## config.mk

```make
export PLATFORM = sky130hd
export DESIGN_NAME = intdiv_seq
export DESIGN_NICKNAME = d
export VERILOG_FILES = /design/src/rtl/intdiv_pkg.sv /design/src/rtl/intdiv_prep.sv /design/src/rtl/intdiv_core.sv /design/src/rtl/intdiv_post.sv /design/src/rtl/intdiv_seq.sv
export SDC_FILE = /design/constraint.sdc
export NUM_CORES = 1
export LEC_CHECK = 0
export BUFFER_PORTS_ARGS = -buffer_cell sky130_fd_sc_hd__buf_2
export CORE_UTILIZATION = 39
export DETAILED_ROUTE_END_ITERATION = 12
export PLACE_DENSITY_LB_ADDON = 0.12
export RECOVER_POWER = 50
export SYNTH_ARGS = -nofsm -noshare
export SYNTH_HDL_FRONTEND = slang
export SYNTH_SLANG_ARGS = --single-unit
```

## constraint.sdc

```tcl
create_clock -name clk -period 6.3 [get_ports clk]
set_clock_uncertainty 0.1 [all_clocks]
set_input_delay 0 -clock clk [delete_from_list [all_inputs] [get_ports clk]]
set_output_delay 0 -clock clk [all_outputs]
set_load 0.01 [all_outputs]
```

## src/rtl/intdiv_pkg.sv

```systemverilog
package intdiv_pkg;

  typedef enum logic [1:0] {
    SZ_B = 2'd0,
    SZ_H = 2'd1,
    SZ_W = 2'd2,
    SZ_D = 2'd3
  } op_size_e;

  typedef enum logic [1:0] {
    ST_IDLE = 2'd0,
    ST_RUN  = 2'd1,
    ST_FIN  = 2'd2
  } div_state_e;

  // operand width in bits for a size code
  function automatic int unsigned op_width(op_size_e s, int unsigned xlen);
    case (s)
      SZ_B:    return xlen / 8;
      SZ_H:    return xlen / 4;
      SZ_W:    return xlen / 2;
      default: return xlen;
    endcase
  endfunction

endpackage

```

## src/rtl/intdiv_prep.sv

```systemverilog
// Operand conditioning: masks to the operand width, takes magnitudes,
// aligns the low dividend half for the shift loop, flags early errors.
module intdiv_prep
  import intdiv_pkg::*;
#(
  parameter int XLEN = 64,
  localparam int CW = $clog2(XLEN) + 1
) (
  input  op_size_e         size_i,
  input  logic             signed_i,
  input  logic [XLEN-1:0]  hi_i,
  input  logic [XLEN-1:0]  lo_i,
  input  logic [XLEN-1:0]  dvs_i,
  output logic [XLEN-1:0]  hi_mag_o,
  output logic [XLEN-1:0]  lo_al_o,
  output logic [XLEN-1:0]  dvs_mag_o,
  output logic [CW-1:0]    nbits_o,
  output logic             neg_q_o,
  output logic             neg_r_o,
  output logic             early_err_o
);

  logic [CW-1:0]     nbits, sh;
  logic [XLEN-1:0]   mask_n, dm, hi_mag, dvs_mag;
  logic [2*XLEN-1:0] mask2, dvd2, mag2;
  logic              dvd_top, dvs_top, dvd_neg, dvs_neg;

  always_comb begin
    nbits  = CW'(op_width(size_i, XLEN));
    sh     = CW'(XLEN) - nbits;
    mask_n = {XLEN{1'b1}} >> sh;
    mask2  = {(2*XLEN){1'b1}} >> {sh, 1'b0};

    case (size_i)
      SZ_B:    begin dvd_top = hi_i[XLEN/8-1]; dvs_top = dvs_i[XLEN/8-1]; end
      SZ_H:    begin dvd_top = hi_i[XLEN/4-1]; dvs_top = dvs_i[XLEN/4-1]; end
      SZ_W:    begin dvd_top = hi_i[XLEN/2-1]; dvs_top = dvs_i[XLEN/2-1]; end
      default: begin dvd_top = hi_i[XLEN-1];   dvs_top = dvs_i[XLEN-1];   end
    endcase
    dvd_neg = signed_i & dvd_top;
    dvs_neg = signed_i & dvs_top;

    dvd2 = ({{XLEN{1'b0}}, hi_i & mask_n} << nbits) | {{XLEN{1'b0}}, lo_i & mask_n};
    mag2 = dvd_neg ? (((~dvd2) + 1'b1) & mask2) : dvd2;

    dm      = dvs_i & mask_n;
    dvs_mag = dvs_neg ? (((~dm) + 1'b1) & mask_n) : dm;
    hi_mag  = XLEN'(mag2 >> nbits);

    hi_mag_o    = hi_mag;
    lo_al_o     = (mag2[XLEN-1:0] & mask_n) << sh;
    dvs_mag_o   = dvs_mag;
    nbits_o     = nbits;
    neg_q_o     = dvd_neg ^ dvs_neg;
    neg_r_o     = dvd_neg;
    early_err_o = (dm == '0) || (hi_mag >= dvs_mag);
  end

endmodule

```

## src/rtl/intdiv_core.sv

```systemverilog
// Unsigned restoring shift-subtract loop, one quotient bit per step.
module intdiv_core #(
  parameter int XLEN = 64
) (
  input  logic             clk,
  input  logic             rst_n,
  input  logic             load_i,
  input  logic             step_i,
  input  logic [XLEN-1:0]  hi_mag_i,
  input  logic [XLEN-1:0]  lo_al_i,
  input  logic [XLEN-1:0]  dvs_mag_i,
  output logic [XLEN-1:0]  rem_o,
  output logic [XLEN-1:0]  quo_o
);

  logic [XLEN-1:0] part_q, part_d, shf_q, shf_d, dvs_q, dvs_d;
  logic [XLEN:0]   trial, diff;
  logic            take, en;

  always_comb begin
    trial  = {part_q, shf_q[XLEN-1]};
    diff   = trial - {1'b0, dvs_q};
    take   = (trial >= {1'b0, dvs_q});
    part_d = part_q;
    shf_d  = shf_q;
    dvs_d  = dvs_q;
    en     = load_i | step_i;
    if (load_i) begin
      part_d = hi_mag_i;
      shf_d  = lo_al_i;
      dvs_d  = dvs_mag_i;
    end else if (step_i) begin
      part_d = take ? diff[XLEN-1:0] : trial[XLEN-1:0];
      shf_d  = {shf_q[XLEN-2:0], take};
    end
  end

  always_ff @(posedge clk or negedge rst_n) begin
    if (!rst_n) begin
      part_q <= '0;
      shf_q  <= '0;
      dvs_q  <= '0;
    end else if (en) begin
      part_q <= part_d;
      shf_q  <= shf_d;
      dvs_q  <= dvs_d;
    end
  end

  assign rem_o = part_q;
  assign quo_o = shf_q;

  AST_REM_BELOW_DIVISOR: assert property (@(posedge clk) disable iff (!rst_n)
    step_i |-> (part_q < dvs_q));

endmodule

```

## src/rtl/intdiv_post.sv

```systemverilog
// Result conditioning: signed range check, sign restore, width masking.
module intdiv_post
  import intdiv_pkg::*;
#(
  parameter int XLEN = 64,
  localparam int CW = $clog2(XLEN) + 1
) (
  input  op_size_e         size_i,
  input  logic             signed_i,
  input  logic             neg_q_i,
  input  logic             neg_r_i,
  input  logic             early_i,
  input  logic [XLEN-1:0]  quo_i,
  input  logic [XLEN-1:0]  rem_i,
  output logic [XLEN-1:0]  quo_o,
  output logic [XLEN-1:0]  rem_o,
  output logic             err_o
);

  logic [CW-1:0]   nb, sh;
  logic [XLEN-1:0] mask, half, qm, rm;
  logic            ovf, err;

  always_comb begin
    nb   = CW'(op_width(size_i, XLEN));
    sh   = CW'(XLEN) - nb;
    mask = {XLEN{1'b1}} >> sh;
    half = {{(XLEN-1){1'b0}}, 1'b1} << (nb - 1'b1);
    qm   = quo_i & mask;
    rm   = rem_i & mask;
    ovf  = signed_i && (neg_q_i ? (qm > half) : (qm >= half));
    err  = early_i || ovf;
    err_o = err;
    if (err) begin
      quo_o = '0;
      rem_o = '0;
    end else begin
      quo_o = neg_q_i ? (((~qm) + 1'b1) & mask) : qm;
      rem_o = neg_r_i ? (((~rm) + 1'b1) & mask) : rm;
    end
  end

endmodule

```

## src/rtl/intdiv_seq.sv

```systemverilog
// Sequential divider top: handshake FSM around prep, core and post stages.
// rst_n asserts asynchronously and is expected to deassert synchronously.
module intdiv_seq
  import intdiv_pkg::*;
#(
  parameter int XLEN = 64,
  localparam int CW = $clog2(XLEN) + 1
) (
  input  logic             clk,
  input  logic             rst_n,
  input  logic             start,
  input  logic [1:0]       size,
  input  logic             signed_mode,
  input  logic [XLEN-1:0]  dividend_hi,
  input  logic [XLEN-1:0]  dividend_lo,
  input  logic [XLEN-1:0]  divisor,
  output logic             busy,
  output logic             done,
  output logic [XLEN-1:0]  quotient,
  output logic [XLEN-1:0]  remainder,
  output logic             div_err
);

  div_state_e      st_q, st_d;
  logic [CW-1:0]   cnt_q, cnt_d;
  op_size_e        size_q;
  logic            sgn_q, negq_q, negr_q, early_q;
  logic [XLEN-1:0] quo_q, rem_q;
  logic            err_q, done_q, done_d;
  logic            accept, capture, publish;

  logic [XLEN-1:0] hi_mag, lo_al, dvs_mag;
  logic [CW-1:0]   nbits;
  logic            neg_q, neg_r, early;
  logic [XLEN-1:0] core_rem, core_quo, post_quo, post_rem;
  logic            post_err;

  intdiv_prep #(.XLEN(XLEN)) u_prep (
    .size_i      (op_size_e'(size)),
    .signed_i    (signed_mode),
    .hi_i        (dividend_hi),
    .lo_i        (dividend_lo),
    .dvs_i       (divisor),
    .hi_mag_o    (hi_mag),
    .lo_al_o     (lo_al),
    .dvs_mag_o   (dvs_mag),
    .nbits_o     (nbits),
    .neg_q_o     (neg_q),
    .neg_r_o     (neg_r),
    .early_err_o (early)
  );

  intdiv_core #(.XLEN(XLEN)) u_core (
    .clk       (clk),
    .rst_n     (rst_n),
    .load_i    (accept),
    .step_i    (st_q == ST_RUN),
    .hi_mag_i  (hi_mag),
    .lo_al_i   (lo_al),
    .dvs_mag_i (dvs_mag),
    .rem_o     (core_rem),
    .quo_o     (core_quo)
  );

  intdiv_post #(.XLEN(XLEN)) u_post (
    .size_i   (size_q),
    .signed_i (sgn_q),
    .neg_q_i  (negq_q),
    .neg_r_i  (negr_q),
    .early_i  (early_q),
    .quo_i    (core_quo),
    .rem_i    (core_rem),
    .quo_o    (post_quo),
    .rem_o    (post_rem),
    .err_o    (post_err)
  );

  // next-state logic
  always_comb begin
    st_d    = st_q;
    cnt_d   = cnt_q;
    done_d  = 1'b0;
    accept  = 1'b0;
    capture = 1'b0;
    publish = 1'b0;
    case (st_q)
      ST_IDLE: begin
        if (start) begin
          accept  = 1'b1;
          capture = 1'b1;
          cnt_d   = nbits;
          st_d    = early ? ST_FIN : ST_RUN;
        end
      end
      ST_RUN: begin
        cnt_d = cnt_q - 1'b1;
        if (cnt_q == CW'(1)) st_d = ST_FIN;
      end
      ST_FIN: begin
        publish = 1'b1;
        done_d  = 1'b1;
        st_d    = ST_IDLE;
      end
      default: st_d = ST_IDLE;
    endcase
  end

  // control registers
  always_ff @(posedge clk or negedge rst_n) begin
    if (!rst_n) begin
      st_q   <= ST_IDLE;
      cnt_q  <= '0;
      done_q <= 1'b0;
    end else begin
      st_q   <= st_d;
      cnt_q  <= cnt_d;
      done_q <= done_d;
    end
  end

  // per-operation attributes, enabled on acceptance
  always_ff @(posedge clk or negedge rst_n) begin
    if (!rst_n) begin
      size_q  <= SZ_B;
      sgn_q   <= 1'b0;
      negq_q  <= 1'b0;
      negr_q  <= 1'b0;
      early_q <= 1'b0;
    end else if (capture) begin
      size_q  <= op_size_e'(size);
      sgn_q   <= signed_mode;
      negq_q  <= signed_mode & neg_q;
      negr_q  <= signed_mode & neg_r;
      early_q <= early;
    end
  end

  // result registers, enabled on completion
  always_ff @(posedge clk or negedge rst_n) begin
    if (!rst_n) begin
      quo_q <= '0;
      rem_q <= '0;
      err_q <= 1'b0;
    end else if (publish) begin
      quo_q <= post_quo;
      rem_q <= post_rem;
      err_q <= post_err;
    end
  end

  assign busy      = (st_q != ST_IDLE);
  assign done      = done_q;
  assign quotient  = quo_q;
  assign remainder = rem_q;
  assign div_err   = err_q;

  AST_ZERO_DIVISOR_EARLY: assert property (@(posedge clk) disable iff (!rst_n)
    (accept && (dvs_mag == '0)) |=> (st_q == ST_FIN));
  AST_NO_OVERFLOW: assert property (@(posedge clk) disable iff (!rst_n)
    (accept && !signed_mode && (hi_mag >= dvs_mag)) |=> (st_q == ST_FIN));
  AST_DONE_PULSE: assert property (@(posedge clk) disable iff (!rst_n)
    done |=> !done);
  AST_DONE_NOT_BUSY: assert property (@(posedge clk) disable iff (!rst_n)
    done |-> !busy);
  AST_START_IGNORED: assert property (@(posedge clk) disable iff (!rst_n)
    (busy && start) |=> (size_q == $past(size_q)));
  AST_HOLD_RESULTS: assert property (@(posedge clk) disable iff (!rst_n)
    !done |-> ($stable(quotient) && $stable(remainder) && $stable(div_err)));

endmodule

```

# Word level (Yosys, flattened, before mapping)
# Index checks and enable logic that the tools add are counted.
[totals] elab_cells=103 reg_bits=337 out_inout_bits=131 inputBits=198
[classes] addsub=9 n_bitwise=21 n_mux=25 shifts=7 n_eq_ne=9 n_reduce_logical=14 order_cmp=4
[op_table] op="$mux 64" count=10
[op_table] op="$and 64x64->64" count=9
[op_table] op="$add 64x1->64 const B" count=3
[op_table] op="$not 64->64" count=3
[op_table] op="$add 128x1->128 const B" count=1
[op_table] op="$and 128x128->128" count=1
[op_table] op="$ge 64x64->1" count=2
[op_table] op="$mux 128" count=1
[op_table] op="$not 128->128" count=1
[op_table] op="$or 128x64->128" count=1
[op_table] op="$shl 64x7->128" count=1
[op_table] op="$shr 128x7->64" count=1
[op_table] op="$shr 128x8->128 const A" count=1
[op_table] op="$shr 64x7->64 const A" count=2
[op_table] op="$ge 65x64->1" count=1
[op_table] op="$gt 64x64->1" count=1
[op_table] op="$logic_not 64->1" count=1
[op_table] op="$shl 1x7->64 const A" count=1
[op_table] op="$shl 64x7->64" count=1
[op_table] op="$sub 64x64->64" count=1
[op_table] op="$pmux 7 s3" count=2
[op_table] op="$pmux 7 s2" count=1
[op_table] op="$sub 7x1->7 const B" count=2
[op_table] op="$sub 7x7->7 const A" count=2
[op_table] op="other kinds (17)" count=39

# Depth between registers and ports, before layout
# Gate-level depths: netlist (run 1).
[depth] word_depth=17 mapped_depth=27 depth_no_buf=23

# Cells and area by module
# From an unflattened synthesis (run 1), not the netlist that was laid out.
[hier_totals] cells_unflattened=4269 area_unflattened_um2=33604.7
[modules_own_cells] module="intdiv_core" area_each_um2=13017.5 cells_per_inst=1554 seq_area_each_um2=4804.6 n_inst=1
[modules_own_cells] module="intdiv_prep" area_each_um2=10286.1 cells_per_inst=1635 seq_area_each_um2=0.0 n_inst=1
[modules_own_cells] module="intdiv_seq" area_each_um2=6005.8 cells_per_inst=355 seq_area_each_um2=3628.5 n_inst=1
[modules_own_cells] module="intdiv_post" area_each_um2=4295.4 cells_per_inst=725 seq_area_each_um2=0.0 n_inst=1

# Worst setup path after synthesis (run 1)
# Ideal clock, no wire load.
[synth_path] path_type="input to register" startpoint="input size[0]" endpoint="register early_q" n_path_buf=2 slack_ns=1.690 path_stages=24 setup_time_ns=0.125 t_arrival_ns=4.385 required_ns=6.075 cell_sequence="buf_4 -> buf_4 -> or3b_2 -> a222oi_1 -> o211ai_1 -> nor4_2 -> nand2b_1 -> or3b_1 -> o21ai_0 -> xor2_1 -> nand2_1 -> o21ai_0 -> nor2_1 -> ha_1 -> a21o_1 -> a21o_1 -> a21oi_1 -> nor2b_1 -> o21ai_0 -> nand2_1 -> a211o_1 -> a31oi_1 -> o21ai_0 -> mux2_2"
[synth_via] elab_chain_len=14 elab_cells_between_ends=28 classes_between="add/sub (3); order compare (1); eq/ne (2); shift (4); mux (5); bitwise (10); reduce/logical (3)"
[synth_rtl] element="start, declared" line="intdiv_seq.sv:12" source="input logic [1:0] size,"
[synth_rtl] element="$eq 2x2->1 (tied with other cells)" line="intdiv_pkg.sv:18, intdiv_prep.sv:34"
[synth_rtl] element="$pmux 7 s3" line="intdiv_pkg.sv:18" source="case (s)"
[synth_rtl] element="$sub 7x7->7" line="intdiv_prep.sv:30" source="sh = CW'(XLEN) - nbits;"
[synth_rtl] element="$shr 64x7->64" line="intdiv_prep.sv:31" source="mask_n = {XLEN{1'b1}} >> sh;"
[synth_rtl] element="$and 64x64->64" line="intdiv_prep.sv:43" source="dvd2 = ({{XLEN{1'b0}}, hi_i & mask_n} << nbits) | {{XLEN{1'b0}}, lo_i & mask_n};"
[synth_rtl] element="$shl 64x7->128" line="intdiv_prep.sv:43"
[synth_rtl] element="$or 128x64->128" line="intdiv_prep.sv:43"
[synth_rtl] element="$not 128->128" line="intdiv_prep.sv:44" source="mag2 = dvd_neg ? (((~dvd2) + 1'b1) & mask2) : dvd2;"
[synth_rtl] element="$add 128x1->128" line="intdiv_prep.sv:44"
[synth_rtl] element="$and 128x128->128" line="intdiv_prep.sv:44"
[synth_rtl] element="$mux 128" line="intdiv_prep.sv:44"
[synth_rtl] element="$shr 128x7->64" line="intdiv_prep.sv:48" source="hi_mag = XLEN'(mag2 >> nbits);"
[synth_rtl] element="$ge 64x64->1" line="intdiv_prep.sv:56" source="early_err_o = (dm == '0) || (hi_mag >= dvs_mag);"
[synth_rtl] element="$logic_or 1x1->1 *" line="intdiv_prep.sv:56"
[synth_rtl] element="end signal, assigned" line="intdiv_seq.sv:134" source="early_q <= early;"
[synth_rtl] element="end, declared" line="intdiv_seq.sv:27" source="logic sgn_q, negq_q, negr_q, early_q;"
# Mark *: on every way between the ends. The rest lies on a longest branch, timed or not.
# A chain may end at the register's enable or synchronous reset.

# Final worst setup path (run 1)
[layout_path] startpoint="input divisor[4]" endpoint="register early_q"
[layout_via] elab_chain_len=7 elab_cells_between_ends=8 classes_between="add/sub (1); order compare (1); mux (1); bitwise (3); reduce/logical (2)"
[layout_rtl] element="start, declared" line="intdiv_seq.sv:16" source="input logic [XLEN-1:0] divisor,"
[layout_rtl] element="$and 64x64->64 *" line="intdiv_prep.sv:46" source="dm = dvs_i & mask_n;"
[layout_rtl] element="$not 64->64" line="intdiv_prep.sv:47" source="dvs_mag = dvs_neg ? (((~dm) + 1'b1) & mask_n) : dm;"
[layout_rtl] element="$add 64x1->64" line="intdiv_prep.sv:47"
[layout_rtl] element="$and 64x64->64" line="intdiv_prep.sv:47"
[layout_rtl] element="$mux 64" line="intdiv_prep.sv:47"
[layout_rtl] element="$ge 64x64->1" line="intdiv_prep.sv:56"
[layout_rtl] element="$logic_or 1x1->1 *" line="intdiv_prep.sv:56"
# Marked as above.

==> results.json, run 1 <==
{
  "status": "finished, violations left",
  "violations": "capacitance limit, slew limit",
  "first_global_vias": 29400,
  "ys_seq_elements": 337,
  "crit_chain": "dlygate4sd3_1 -> buf_2 -> nor4_1 -> nand2b_1 -> or3b_2 -> nand2b_1 -> nor4_1 -> o21a_1 -> nand2b_1 -> o41ai_1 -> xnor2_1 -> dlygate4sd3_1 -> nand2_1 -> ha_1 -> a21o_1 -> a21oi_1 -> o21ai_0 -> a211oi_1 -> buf_4 -> o21ai_0 -> mux2_2",
  "antenna_found_initial": 5,
  "end_kind": "flip-flop",
  "gp_congestion": 0.971,
  "die_h_um": 278,
  "drv_slew": 341,
  "core_mm2": 0.0751,
  "rsz0062_at_grt": "false",
  "crit_fanout": 8,
  "tritoncts": "built",
  "h-tree-depth": 2,
  "cp.required_ns": 6.66,
  "tightest_slew_ns": 4.19,
  "clk_latency_ns": 0.57,
  "fmax_mhz": 172,
  "reg2reg_slack_ns": 1.25,
  "cpMaxStageDelayCell": "or3b_2",
  "drt-pass1-iter-count": 6,
  "synth_top_flop_cell": "dfrtp_1",
  "drtIter0Drc": 3576,
  "grt_pass1_wl_mm": 194,
  "irDropWorstVdd_v": 0.000213,
  "num-fill-cells": 7734,
  "syn_area_per_cell_um2": 7.81,
  "numCtsBuffers": 41,
  "grt_start_max_net_pins": 160,
  "synth_cell_types": 91,
  "ys_warn_count": 0,
  "cts_max_path_buffers": 3,
  "maxCapViolations": 4,
  "startpoint_type": "input pin",
  "fp-row-count": 100,
  "yosysSeqAreaShare": 0.283,
  "vias": 31400,
  "critical_path_class": "in -> reg",
  "total_power_mw": 10.8,
  "hold_class": "in -> reg",
  "track_usage": 0.328,
  "routed_wl_mm": 130,
  "dpl.hpwl_mm": 99.4,
  "viasPerCell": 6.08,
  "start_util": 0.397,
  "grt_overflow_total": 0,
  "power.leakage_nw": 14.6,
  "netlist_area_mm2": 0.0298,
  "clock_sinks": 337,
  "synth_cells": 3815,
  "arrival_ns": 6.16,
  "drive_gt1_frac": 0.102,
  "synth_edf_count": 0,
  "max_stage_delay_ns": 0.60,
  "synthArstFlopShare": 1.00,
  "ioPinCount": 329,
  "area_delta_synth_final_pct": 17.9,
  "layout_min_cycle_time_ns": 5.80,
  "clockRootBuffer": "clkbuf_16",
  "period_share": 0.921,
  "setup_viol": 0,
  "cp_common_cell": "nand2b_1",
  "final_hold_viol_count": 0,
  "port-buffer-count": 328,
  "nets": 4513,
  "dieWidth_um": 278,
  "clk_pin_slew_worst_paths_ns": 0.07,
  "routedWlPerCell_um": 25.2,
  "drtAntennaViolNets": 0,
  "power_density_mw_per_mm2": 308,
  "tns_ns": 0,
  "fp.dieArea_mm2": 0.0775,
  "max_slew_margin": -1.79,
  "drc": 0,
  "cts.repair.resized": 0
}
[kinds of logic after synthesis]
family | synth area share
other | 0.000126
DFF | 0.283
muxes | 0.0372
and+or+nand+nor | 0.195
AOI/OAI and AO/OA | 0.266
adders and majority gates | 0.0603
buffers and inverters | 0.0497
xor gates and xnor gates | 0.108
[per-stage QoR]
stage / worst slack (ns) / hold WS [ns] / instance area [um2] / instances / utilization
3_5_place_dp: 0.382 / -0.141 / 32400 / 4947 / 0.431
4_1_cts: 0.554 / 0.00293 / 35400 / 5170 / 0.471
2_1_floorplan: 1.69 / -0.396 / 29800 / 3818 / -
6_report: 0.497 / 0.0494 / 35100 / 5172 / 0.468
5_1_grt: 0.259 / 0.0295 / 35100 / 5171 / 0.468
3_3_place_gp: 0.507 / -0.141 / 32400 / 4947 / 0.431
[layout make-up]
cell class              instances  area (um2)  area share
repair buffers                569        3670       0.104
flip-flops and latches        337        8430       0.240
well taps                     969        1210      0.0345
clock buffers                  59        1200      0.0343
clock inverters                13         230     0.00655
inverters                     115         432      0.0123
multi-input cells            3108       20000       0.568
diodes                          2        5.00    0.000142
[worst max-delay path, delay by kind of cell]
family                   cells  cell delay [ns]
AO/OA/AOI/OAI                7             1.54
buffers and inverters        4             1.42
adder cells (fa/ha/maj)      1             0.32
XOR/XNOR                     1             0.16
AND/OR/NAND/NOR              7             2.35
multiplexers                 1             0.35
[final timing paths]
check                                  from                to  cells past startpoint
max                              divisor[4]           early_q                     21
min                         dividend_lo[23]  u_core.quo_o[23]                      5
max reg2reg                u_core.rem_o[32]  u_core.rem_o[16]                     10
min reg2reg                   remainder[22]     remainder[22]                      2
max in group asynchronous             rst_n  u_core.dvs_q[52]                      4
min in group asynchronous             rst_n  u_core.quo_o[19]                      4
[timing repair]
item | CTS | global route
setup endpoints to repair | 0 | 0
setup buffers | 0 | 0
endpoints found under the hold margin | 458 | 0
hold buffers | 151 | 0
[cell usage in the layout (no fill, tap or decap), drive strengths merged, types with 35 or more instances in the layout]
cell | synthesis | layout
a21o | 55 | 55
a21oi | 252 | 252
a22o | 83 | 83
a31oi | 44 | 44
buf | 62 | 284
clkbuf | 196 | 194
dfrtp | 337 | 337
dlygate4sd3 | 0 | 150
ha | 142 | 142
inv | 112 | 112
mux2i | 96 | 96
nand2 | 461 | 461
nand3 | 55 | 55
nor2 | 333 | 333
nor3 | 75 | 75
nor4 | 59 | 59
o21ai | 433 | 433
o221ai | 35 | 35
o22ai | 37 | 37
o31ai | 58 | 58
or3 | 53 | 53
xnor2 | 229 | 229
xor2 | 140 | 140
[metal layers]
metal	GRT usage	wire, um	up-vias
met5	0	35	-
li1	-	-	14500
met4	0.0918	3510	6
met2	0.446	51400	1552
met3	0.0679	13100	201
met1	0.511	62300	15100
[report_power, final]
part           leakage [nW]  switching [mW]  internal [mW]
Combinational          9.99            2.93           2.07
Clock                 0.694            1.01           1.57
Sequential             3.94           0.801           2.45
Total                  14.6            4.74           6.09
[Yosys cell counts, types with 16 or more instances]
master	instances	area, um2
clkbuf_1	195	732
dfrtp_1	337	8430
o211ai_1	23	173
nand4_1	27	169
a21oi_1	251	1260
a21o_1	55	413
or4_1	20	150
nand2_1	461	1730
a31oi_1	42	263
o22ai_1	37	231
buf_2	18	90.1
o21ai_0	423	2120
xor2_1	140	1230
nor4_1	54	338
mux2i_1	96	961
nand2b_1	28	175
nor2_1	330	1240
buf_1	31	116
nor3_1	74	370
a221o_1	16	160
inv_1	111	417
a22oi_1	30	225
o41ai_1	16	140
and3_1	27	169
o221ai_1	35	307
a211oi_1	27	203
ha_1	142	1780
and2_1	21	131
xnor2_1	229	2010
or3_1	51	319
a22o_1	83	727
or2_2	18	113
o31ai_1	58	435
o21a_1	21	158
o21bai_1	21	158
nand3_1	54	270
[sequential cells by signal, indices dropped and copies added (netlist names)]
signal,flops
cnt_q,7
div_err,1
done,1
early_q,1
negq_q,1
negr_q,1
quotient,64
remainder,64
sgn_q,1
size_q,2
st_q,2
u_core.dvs_q,64
u_core.quo_o,64
u_core.rem_o,64
(Power assumes the default switching activity.)
==> inputs of run 2 (changes only) <==
CORE_UTILIZATION = 35   (was 39)
GPL_TIMING_DRIVEN = 1   (was not set)
==> results.json, run 2 (synthesized netlist as in run 1, its figures left out) <==
{
  "max_slew_margin": -1.53,
  "viasPerCell": 5.83,
  "track_usage": 0.304,
  "dpl.hpwl_mm": 103,
  "fin_util": 0.420,
  "layout_min_cycle_time_ns": 5.89,
  "numCtsBuffers": 41,
  "cpLargestDelayFamily": "compound AO/OA/AOI/OAI gates",
  "maxCapViolations": 5,
  "power.switching_mw": 4.75,
  "grt_pass1_wl_mm": 198,
  "crit_fanout": 8,
  "fp-row-count": 106,
  "place_area_mm2": 0.0326,
  "ioPinCount": 329,
  "core_mm2": 0.0840,
  "fmax_mhz": 170,
  "place_inst": 5116,
  "grt_start_max_net_pins": 145,
  "total_power_mw": 10.7,
  "dpl_worst_slack_ns": 0.280,
  "cts.repair.resized": 0,
  "port-buffer-count": 328,
  "start_util": 0.355,
  "clockRootBuffer": "clkbuf_16",
  "arrival_ns": 6.25,
  "first_global_vias": 29300,
  "final_hold_viol_count": 0,
  "tritoncts": "built",
  "gp_congestion": 0.966,
  "cp.required_ns": 6.66,
  "drtAntennaViolNets": 0,
  "whs_path_depth": 3,
  "antenna_found_initial": 4,
  "design_area_mm2": 0.0353,
  "final_cell_mix": "457 x nand2_1, 423 x o21ai_0, 337 x dfrtp_1",
  "power_density_mw_per_mm2": 305,
  "cts_setup_buffers": 0,
  "clk_latency_ns": 0.58,
  "die_h_um": 294,
  "area_delta_synth_final_pct": 18.4,
  "routedWlPerCell_um": 25.2,
  "cts_max_path_buffers": 3,
  "worstReg2RegStart": "st_q[0]",
  "min_from": "start",
  "status": "finished, violations left",
  "clock_sinks": 337,
  "cpMaxStageDelayCell": "dlygate4sd3_1",
  "p_int_mw": 5.99,
  "reg2reg_slack_ns": 1.15,
  "drtIter0Drc": 3396,
  "min_to": "negr_q",
  "clk_pin_slew_worst_paths_ns": 0.07,
  "nets": 4510,
  "critical_path_buf_inv_count": 4,
  "tns_ns": 0,
  "period_share": 0.935,
  "fin_cells": 5337,
  "timing.rr.end": "quotient[30]",
  "p_sw_frac": 0.442,
  "end_kind": "flip-flop",
  "pwr-share-clk": 0.229,
  "seqPwrFrac": 0.301,
  "hold_ws_ns": 0.0250,
  "startpoint_type": "input pin",
  "fp.dieArea_mm2": 0.0863,
  "grt_overflow_total": 0,
  "h-tree-depth": 2,
  "layout_setup_ws_ns": 0.411,
  "vias": 31100,
  "routed_wl_mm": 134,
  "rsz0062_at_grt": "false",
  "irDropWorstVdd_v": 0.000204,
  "hold_class": "in -> reg",
  "max_stage_delay_ns": 0.59,
  "setup_viol": 0,
  "drt-pass1-iter-count": 6,
  "hold_buffers": 144,
  "drive_gt1_frac": 0.104,
  "drv_slew": 413,
  "violations": "capacitance limit, slew limit",
  "worst-r2r-cell-count": 4,
  "layout_commonest_cell": "nand2_1",
  "combPwrFrac": 0.470,
  "num-fill-cells": 8731,
  "critical_path_class": "in -> reg",
  "drc": 0,
  "power.leakage_nw": 14.6,
  "dieWidth_um": 294,
  "tightest_slew_ns": 3.79,
  "crit_chain": "dlygate4sd3_1 -> buf_2 -> inv_1 -> ha_1 -> or3b_2 -> nand2b_1 -> nor4_1 -> o21a_1 -> nand2b_1 -> o41ai_1 -> xnor2_1 -> dlygate4sd3_1 -> nand2_1 -> ha_1 -> a21o_1 -> a21oi_1 -> o21ai_0 -> a211oi_1 -> o21ai_0 -> mux2_2"
}
[run 2: power groups by stage]
stage                     registers [mW]  clock network, mW  logic (mW)
final                               3.23               2.46        5.05
after global routing                3.26               2.60        5.52
after CTS                           3.19               2.52        4.94
after detailed placement            3.23                  0        4.83
after global placement              3.23                  0        4.86
after floorplan                     2.80                  0        3.56
[run 2: worst max path at each step]
| stage | slack (ns) | from | end | depth (start not counted) |
|---|---|---|---|---|
| after global routing | 0.02 | divisor[2] | early_q | 20 |
| after detailed placement | 0.28 | size[0] | early_q | 18 |
| after CTS | 0.41 | divisor[2] | early_q | 20 |
| after global placement | 0.28 | size[0] | early_q | 22 |
| after floorplan | 1.69 | size[0] | early_q | 24 |
| final | 0.41 | divisor[0] | early_q | 20 |
[run 2: cell type report]
cell class                 instances  area [um2]  area share
multi-input combinational       3108       19900       0.566
sequential                       337        8430       0.239
timing repair buffer             566        3640       0.103
tap                             1134        1420      0.0402
clock buffer                      61        1250      0.0356
inverter                         115         432      0.0122
clock inverter                    13         130     0.00369
antenna                            3        7.51    0.000213
[run 2: layer usage]
layer,vias up,GRT usage,share of wire
met4,6,0.0805,0.028
met3,185,0.0699,0.098
met2,1476,0.414,0.39
met1,14900,0.468,0.48
met5,-,0,0.00028
li1,14600,-,-
[run 2: worst register-to-register path, delay by kind of cell (launching register included)]
family | cells | cell delay [ns]
flip-flops | 1 | 0.51
AND/OR/NAND/NOR | 2 | 3.07
AO/OA/AOI/OAI | 2 | 1.29
